==> config.mk <==
export PLATFORM = sky130hd
export DESIGN_NAME = serial_shadow_regs
export DESIGN_NICKNAME = d
export VERILOG_FILES = /design/src/rtl/regload_pkg.sv /design/src/rtl/rl_serial_rx.sv /design/src/rtl/rl_upd_cell.sv /design/src/rtl/serial_shadow_regs.sv
export SDC_FILE = /design/constraint.sdc
export NUM_CORES = 1
export LEC_CHECK = 0
export ABC_CLOCK_PERIOD_IN_PS = 5300
export BUFFER_PORTS_ARGS = -buffer_cell sky130_fd_sc_hd__buf_2
export CAP_MARGIN = 0
export CORE_MARGIN = 8
export CORE_UTILIZATION = 40
export CTS_CLUSTER_SIZE = 12
export DETAILED_ROUTE_END_ITERATION = 7
export PLACE_DENSITY = 0.63
export SLEW_MARGIN = 20
export SYNTH_ARGS = -nofsm -noshare
export SYNTH_HDL_FRONTEND = slang
export SYNTH_HIERARCHICAL = 1
export SYNTH_SLANG_ARGS = --single-unit
==> constraint.sdc <==
create_clock -name clk -period 5.3 [get_ports clk]
set_input_delay 0.53 -clock clk [delete_from_list [all_inputs] [get_ports clk]]
set_output_delay 0.53 -clock clk [all_outputs]
set_load 0.02 [all_outputs]
==> src/rtl/regload_pkg.sv <==
`timescale 1ns/1ps
package regload_pkg;
   typedef enum logic [1:0] {
      UPD_NOW = 2'd0,
      UPD_VDF = 2'd1,
      UPD_SCP = 2'd2
   } upd_cls_e;

   localparam int NUM_SYNC_IN = 5;
endpackage

==> src/rtl/rl_serial_rx.sv <==
`timescale 1ns/1ps
module rl_serial_rx #(
   parameter int ADDR_W = 12,
   parameter int DATA_W = 28
) (
   input  logic              clk,
   input  logic              rst_n,
   input  logic              sl,
   input  logic              sck_rise,
   input  logic              sdi,
   output logic              wr_valid,
   output logic [ADDR_W-1:0] wr_addr,
   output logic [DATA_W-1:0] wr_data
);
   localparam int MAXW  = (ADDR_W > DATA_W) ? ADDR_W : DATA_W;
   localparam int CNT_W = $clog2(MAXW);

   generate
      if (ADDR_W < 2 || DATA_W < 2) begin : g_bad_width
         $error("rl_serial_rx: widths must be at least 2");
      end
   endgenerate

   logic              in_data;
   logic [CNT_W-1:0]  cnt;
   logic [ADDR_W-1:0] addr_sh;
   logic [ADDR_W-1:0] addr_cur;
   logic [DATA_W-1:0] data_sh;

   always_ff @(posedge clk or negedge rst_n) begin
      if (!rst_n) begin
         in_data  <= 1'b0;
         cnt      <= '0;
         addr_sh  <= '0;
         addr_cur <= '0;
         data_sh  <= '0;
         wr_valid <= 1'b0;
         wr_addr  <= '0;
         wr_data  <= '0;
      end else begin
         wr_valid <= 1'b0;
         if (sl) begin
            in_data <= 1'b0;
            cnt     <= '0;
         end else if (sck_rise) begin
            if (!in_data) begin
               addr_sh <= {sdi, addr_sh[ADDR_W-1:1]};
               if (cnt == CNT_W'(ADDR_W-1)) begin
                  in_data  <= 1'b1;
                  cnt      <= '0;
                  addr_cur <= {sdi, addr_sh[ADDR_W-1:1]};
               end else begin
                  cnt <= cnt + 1'b1;
               end
            end else begin
               data_sh <= {sdi, data_sh[DATA_W-1:1]};
               if (cnt == CNT_W'(DATA_W-1)) begin
                  cnt      <= '0;
                  wr_valid <= 1'b1;
                  wr_data  <= {sdi, data_sh[DATA_W-1:1]};
                  wr_addr  <= addr_cur;
                  addr_cur <= addr_cur + 1'b1;
               end else begin
                  cnt <= cnt + 1'b1;
               end
            end
         end
      end
   end

   // after a word, the address for the next word is one higher
   a_r3_addr_step: assert property (@(posedge clk) disable iff (!rst_n)
      wr_valid |-> (addr_cur == wr_addr + 1'b1));

   // a high strobe clears the frame state and emits no word
   a_r4_sl_flush: assert property (@(posedge clk) disable iff (!rst_n)
      sl |=> (cnt == '0 && !in_data && !wr_valid));
endmodule

==> src/rtl/rl_upd_cell.sv <==
`timescale 1ns/1ps
module rl_upd_cell
   import regload_pkg::*;
#(
   parameter int       REG_W = 16,
   parameter upd_cls_e CLS   = UPD_NOW
) (
   input  logic             clk,
   input  logic             rst_n,
   input  logic             wr_hit,
   input  logic [REG_W-1:0] wr_val,
   input  logic             masked,
   input  logic             ev_cls,
   input  logic             ev_vdr,
   output logic [REG_W-1:0] act
);
   logic [REG_W-1:0] shd;
   logic             pend;
   logic             deferred;
   logic             ev;

   assign deferred = masked || (CLS != UPD_NOW);
   assign ev       = masked ? ev_vdr : ev_cls;

   always_ff @(posedge clk or negedge rst_n) begin
      if (!rst_n) begin
         act  <= '0;
         shd  <= '0;
         pend <= 1'b0;
      end else begin
         if (ev && pend) act <= shd;
         if (wr_hit) begin
            shd <= wr_val;
            if (deferred) begin
               pend <= 1'b1;
            end else begin
               act  <= wr_val;
               pend <= 1'b0;
            end
         end else if (ev) begin
            pend <= 1'b0;
         end
      end
   end

   // an immediate write shows on the active copy in the next cycle
   a_r6_now_write: assert property (@(posedge clk) disable iff (!rst_n)
      (wr_hit && !deferred) |=> (act == $past(wr_val)));

   // without a write or an event the active copy holds
   a_r10_hold: assert property (@(posedge clk) disable iff (!rst_n)
      (!wr_hit && !ev) |=> $stable(act));

   // a coincident event applies the older shadow, the new word stays pending
   a_r11_coincide: assert property (@(posedge clk) disable iff (!rst_n)
      (wr_hit && deferred && ev && pend) |=> (act == $past(shd) && pend));
endmodule

==> src/rtl/serial_shadow_regs.sv <==
`timescale 1ns/1ps
module serial_shadow_regs
   import regload_pkg::*;
#(
   parameter int                   ADDR_W      = 12,
   parameter int                   DATA_W      = 28,
   parameter int                   REG_W       = 16,
   parameter int                   NREGS       = 8,
   parameter logic [2*NREGS-1:0]   CLASS_MAP   = 16'h1A40,
   parameter int                   MASK_ADDR   = 7,
   parameter int                   TG_BASE     = 2,
   parameter int                   TG_CNT      = 4,
   parameter int                   SYNC_STAGES = 2
) (
   input  logic                   clk,
   input  logic                   rst_n,
   input  logic                   sl_i,
   input  logic                   sck_i,
   input  logic                   sdi_i,
   input  logic                   vd_i,
   input  logic                   scp_i,
   output logic [NREGS*REG_W-1:0] act_o
);
   localparam logic [NUM_SYNC_IN-1:0] SYNC_RST = 5'b01001;

   generate
      if (REG_W > DATA_W || REG_W < TG_CNT) begin : g_bad_regw
         $error("serial_shadow_regs: REG_W out of range");
      end
      if (NREGS > (1 << ADDR_W) || NREGS < 1) begin : g_bad_nregs
         $error("serial_shadow_regs: NREGS does not fit the address space");
      end
      if (TG_CNT < 1 || TG_CNT > 16 || TG_BASE + TG_CNT > NREGS) begin : g_bad_tg
         $error("serial_shadow_regs: timing group out of range");
      end
      if (MASK_ADDR >= NREGS || (MASK_ADDR >= TG_BASE && MASK_ADDR < TG_BASE + TG_CNT)) begin : g_bad_mask
         $error("serial_shadow_regs: mask register misplaced");
      end
      if (SYNC_STAGES < 2) begin : g_bad_sync
         $error("serial_shadow_regs: at least two sync stages required");
      end
   endgenerate

   // ---------------- input synchronisers ----------------
   logic [NUM_SYNC_IN-1:0] raw_in;
   logic [NUM_SYNC_IN-1:0] syn;
   assign raw_in = {scp_i, vd_i, sdi_i, sck_i, sl_i};

   for (genvar b = 0; b < NUM_SYNC_IN; b++) begin : g_sync
      logic [SYNC_STAGES-1:0] chain;
      always_ff @(posedge clk or negedge rst_n) begin
         if (!rst_n) chain <= {SYNC_STAGES{SYNC_RST[b]}};
         else        chain <= {chain[SYNC_STAGES-2:0], raw_in[b]};
      end
      assign syn[b] = chain[SYNC_STAGES-1];
   end

   logic sl_s, sck_s, sdi_s, vd_s, scp_s;
   assign {scp_s, vd_s, sdi_s, sck_s, sl_s} = syn;

   logic sck_d, vd_d, scp_d;
   logic ev_vdf_q, ev_vdr_q, ev_scp_q;
   always_ff @(posedge clk or negedge rst_n) begin
      if (!rst_n) begin
         sck_d    <= SYNC_RST[1];
         vd_d     <= SYNC_RST[3];
         scp_d    <= SYNC_RST[4];
         ev_vdf_q <= 1'b0;
         ev_vdr_q <= 1'b0;
         ev_scp_q <= 1'b0;
      end else begin
         sck_d    <= sck_s;
         vd_d     <= vd_s;
         scp_d    <= scp_s;
         ev_vdf_q <= vd_d & ~vd_s;
         ev_vdr_q <= ~vd_d & vd_s;
         ev_scp_q <= ~scp_d & scp_s;
      end
   end

   // ---------------- serial receiver ----------------
   logic              wr_valid;
   logic [ADDR_W-1:0] wr_addr;
   logic [DATA_W-1:0] wr_data;

   rl_serial_rx #(.ADDR_W(ADDR_W), .DATA_W(DATA_W)) u_rx (
      .clk      (clk),
      .rst_n    (rst_n),
      .sl       (sl_s),
      .sck_rise (sck_s & ~sck_d),
      .sdi      (sdi_s),
      .wr_valid (wr_valid),
      .wr_addr  (wr_addr),
      .wr_data  (wr_data)
   );

   logic [REG_W-1:0] wr_val;
   assign wr_val = wr_data[REG_W-1:0];
   generate
      if (DATA_W > REG_W) begin : g_drop_hi
         logic unused_hi;
         assign unused_hi = ^wr_data[DATA_W-1:REG_W];
      end
   endgenerate

   // ---------------- register file ----------------
   logic [NREGS-1:0]  hit;
   logic [TG_CNT-1:0] mask_bits;
   assign mask_bits = act_o[MASK_ADDR*REG_W +: TG_CNT];

   for (genvar i = 0; i < NREGS; i++) begin : g_reg
      localparam upd_cls_e CLS_I = upd_cls_e'(CLASS_MAP[2*i +: 2]);
      logic masked_i;
      logic ev_cls_i;

      assign hit[i] = wr_valid && (wr_addr == ADDR_W'(i));

      if (i >= TG_BASE && i < TG_BASE + TG_CNT) begin : g_tg
         assign masked_i = mask_bits[i-TG_BASE];
      end else begin : g_plain
         assign masked_i = 1'b0;
      end

      if (CLS_I == UPD_VDF) begin : g_vdf
         assign ev_cls_i = ev_vdf_q;
      end else if (CLS_I == UPD_SCP) begin : g_scp
         assign ev_cls_i = ev_scp_q;
      end else begin : g_now
         assign ev_cls_i = 1'b0;
      end

      rl_upd_cell #(.REG_W(REG_W), .CLS(CLS_I)) u_cell (
         .clk    (clk),
         .rst_n  (rst_n),
         .wr_hit (hit[i]),
         .wr_val (wr_val),
         .masked (masked_i),
         .ev_cls (ev_cls_i),
         .ev_vdr (ev_vdr_q),
         .act    (act_o[i*REG_W +: REG_W])
      );
   end

   // a word reaches at most one register, and none when out of range
   a_r5_one_target: assert property (@(posedge clk) disable iff (!rst_n)
      $onehot0(hit));

   a_r5_out_of_range: assert property (@(posedge clk) disable iff (!rst_n)
      (wr_valid && wr_addr >= ADDR_W'(NREGS)) |-> (hit == '0));
endmodule

==> flow_summary.toml <==
[layout]
drive_gt1_share_pct = 33.2
antennaDiodeCount = 0
fin_nets = 1361
multiInputGateArea_sq_mm = 0.00567
seq_area_sq_mm = 0.00914
syn_to_final_growth_pct = 14.8
fillCellCount = 3409
post-route-util_pct = 46.6

[power_and_ir_drop]
p_per_area_mw_per_mm2 = 327
seqPwrFrac_pct = 50.0
swShare_pct = 20.7
combPwrFrac_pct = 2.8
p_switching_mw = 1.18
p_leak_nw = 9.10
power_frac_clock_pct = 47.2
internal-power_mw = 4.55
irDropWorstVdd_mv = 0.167

[clock_tree]
clk_latency_ns = 0.52
cts_made_buffers = 39
post_cts_resized = 0
cts_num_sinks = 365
cts_hold_buf = 0
cts_tree = "done"
cts_setup_buffers = 0
clockRootBuffer = "clkbuf_16"
cts_max_level = 2
path_clk_slew_ns = 0.06
clockBufferDepth = 3

[floorplanning]
start_util_pct = 40.5
ios = 135
core_sq_mm = 0.0377
fp-row-count = 71
die_h_um = 211
die-area_sq_mm = 0.0447
die_w_um = 211

[synthesis]
ys_warn_count = 6
avgSynthCellArea_sq_um = 12.6
synth_cells = 1214
netlist_area_sq_mm = 0.0153

[flow_run]
drv_cap = 0

[detailed_routing]
ant_nets = 0
drcViolationCount = 0
viasPerCell = 5.23
drtIter0Drc = 768
wirelength_um = 35400
wl_per_cell_um = 18.8
drt_pre_antenna_iters = 5
vias = 9866

[place]
gp_congestion = 0.794
hpwl_um = 21900
io_buffers = 134

[global_route]
grt_use_total_pct = 15.6
grt_pass1_vias = 9636
antenna_found_initial = 1
grt_max_degree = 140
grt_pass1_wl_um = 56000
overflow = 0

[sta]
slew-limit-headroom_pct = 34.4
finalCritPeriodShare_pct = 48.8
drv_slew = 0
skew_ns = 0.0133
timing.fmax_ghz = 0.386
rsz0062_at_grt = "no"
finalHoldViolations = 0
worst_pin_slew_ns = 0.984
fin_crit_ns = 2.59
hold_slack_ns = 0.0835
fin_tns_setup_ns = 0
setup_viol = 0

[critical_path]
crit_type = "register to register"
critPathLaunchType = "register"
cp_max_fo = 32
critPathCaptureType = "register"
timing.reg2reg.setup_slack_ns = 2.71
arrival_ns = 2.96
cp.required_ns = 5.68

[worst_hold_path]
hold_path.class = "input port to async pin"

[run_status]
status = "finished, final reports clean"
-- routing by layer --
layer  part of all wire [%]  wire [um]  up-vias  global-route usage, %
met1                     44      15400     5052                   21.1
met3                    6.0       2110       46                   3.30
li1                       -          -     4520                      -
met5                      0          0        -                      0
met4                    2.5        880        0                   4.91
met2                     48      17000      248                   25.0
-- area by class of cell --
cell class | instances | share of cell area, %
Clock buffer | 57 | 6.48
Tap cell | 511 | 3.65
Timing Repair Buffer | 145 | 4.42
Sequential cell | 365 | 52.1
Inverter | 13 | 0.278
Multi-Input combinational cell | 788 | 32.3
Clock inverter | 6 | 0.742
-- critical path, stage by stage, from the launching register on --
cell and delay, ns:
dfrtp_1 0.37, or4_1 0.74, nor4_2 0.36, buf_4 0.32, nand2b_2 0.38, nor2_1 0.20, a31oi_1 0.06
-- registers in the layout, summed over array words and instances (netlist names), 5 cells and up --
register / flops
u_rx/cnt: 5
g_sync.chain: 10
u_rx/wr_data: 16
u_rx/data_sh: 27
u_rx/addr_cur: 12
g.u_cell/pend: 8
g.u_cell/shd: 128
u_rx/addr_sh: 11
u_rx/wr_addr: 12
g.u_cell/act: 128
-- power groups by stage --
stage	sequential [mW]	combinational [mW]	clock, mW
finish	2.87	0.163	2.70
global route	2.87	0.184	2.89
CTS	2.87	0.161	2.78
detailed placement	2.92	0.160	0
global placement	2.91	0.157	0
floorplan	2.91	0.0818	0
-- worst paths after layout --
kind / startpoint / end / cells after the start
worst max-delay path: u_rx/wr_addr[3]$_DFFE_PN0P_ / g_reg[0].u_cell/act[3]$_DFF_PN0_ / 6
worst min-delay path: rst_n / g_reg[6].u_cell/act[2]$_DFFE_PN0P_ / 1
worst max register to register: u_rx/wr_addr[3]$_DFFE_PN0P_ / g_reg[0].u_cell/act[3]$_DFF_PN0_ / 6
worst min register to register: g_sync[0].chain[0]$_DFF_PN1_ / g_sync[0].chain[1]$_DFF_PN1_ / 0
max in group asynchronous: rst_n / u_rx/addr_cur[6]$_DFFE_PN0P_ / 2
min in group clk: vd_i / g_sync[3].chain[0]$_DFF_PN1_ / 1
-- per-stage QoR --
step	area, sq um	instances	setup WS (ns)	power, mW
after floorplan	15400	1241	3.13	3.00
after global placement	16300	1822	2.70	3.07
after detailed placement	16300	1822	2.68	3.08
after CTS	17500	1885	2.65	5.80
after global routing	17500	1885	2.38	5.94
final	17500	1885	2.71	5.73
-- cell usage in the layout, fill, tap and decap left out, types with 8 or more instances in the layout --
master and count:
dfrtp_1 360, nor2b_1 12, o21ai_1 41, mux2_2 166, nor2_1 76, conb_1 28
inv_1 9, mux2_4 53, a31oi_1 65, o21ai_0 37, nand2_1 142, clkbuf_16 41
nand3_1 70, buf_4 10, clkbuf_1 11, nor4_2 8, buf_2 133
Power figures use the tool's default switching activity.
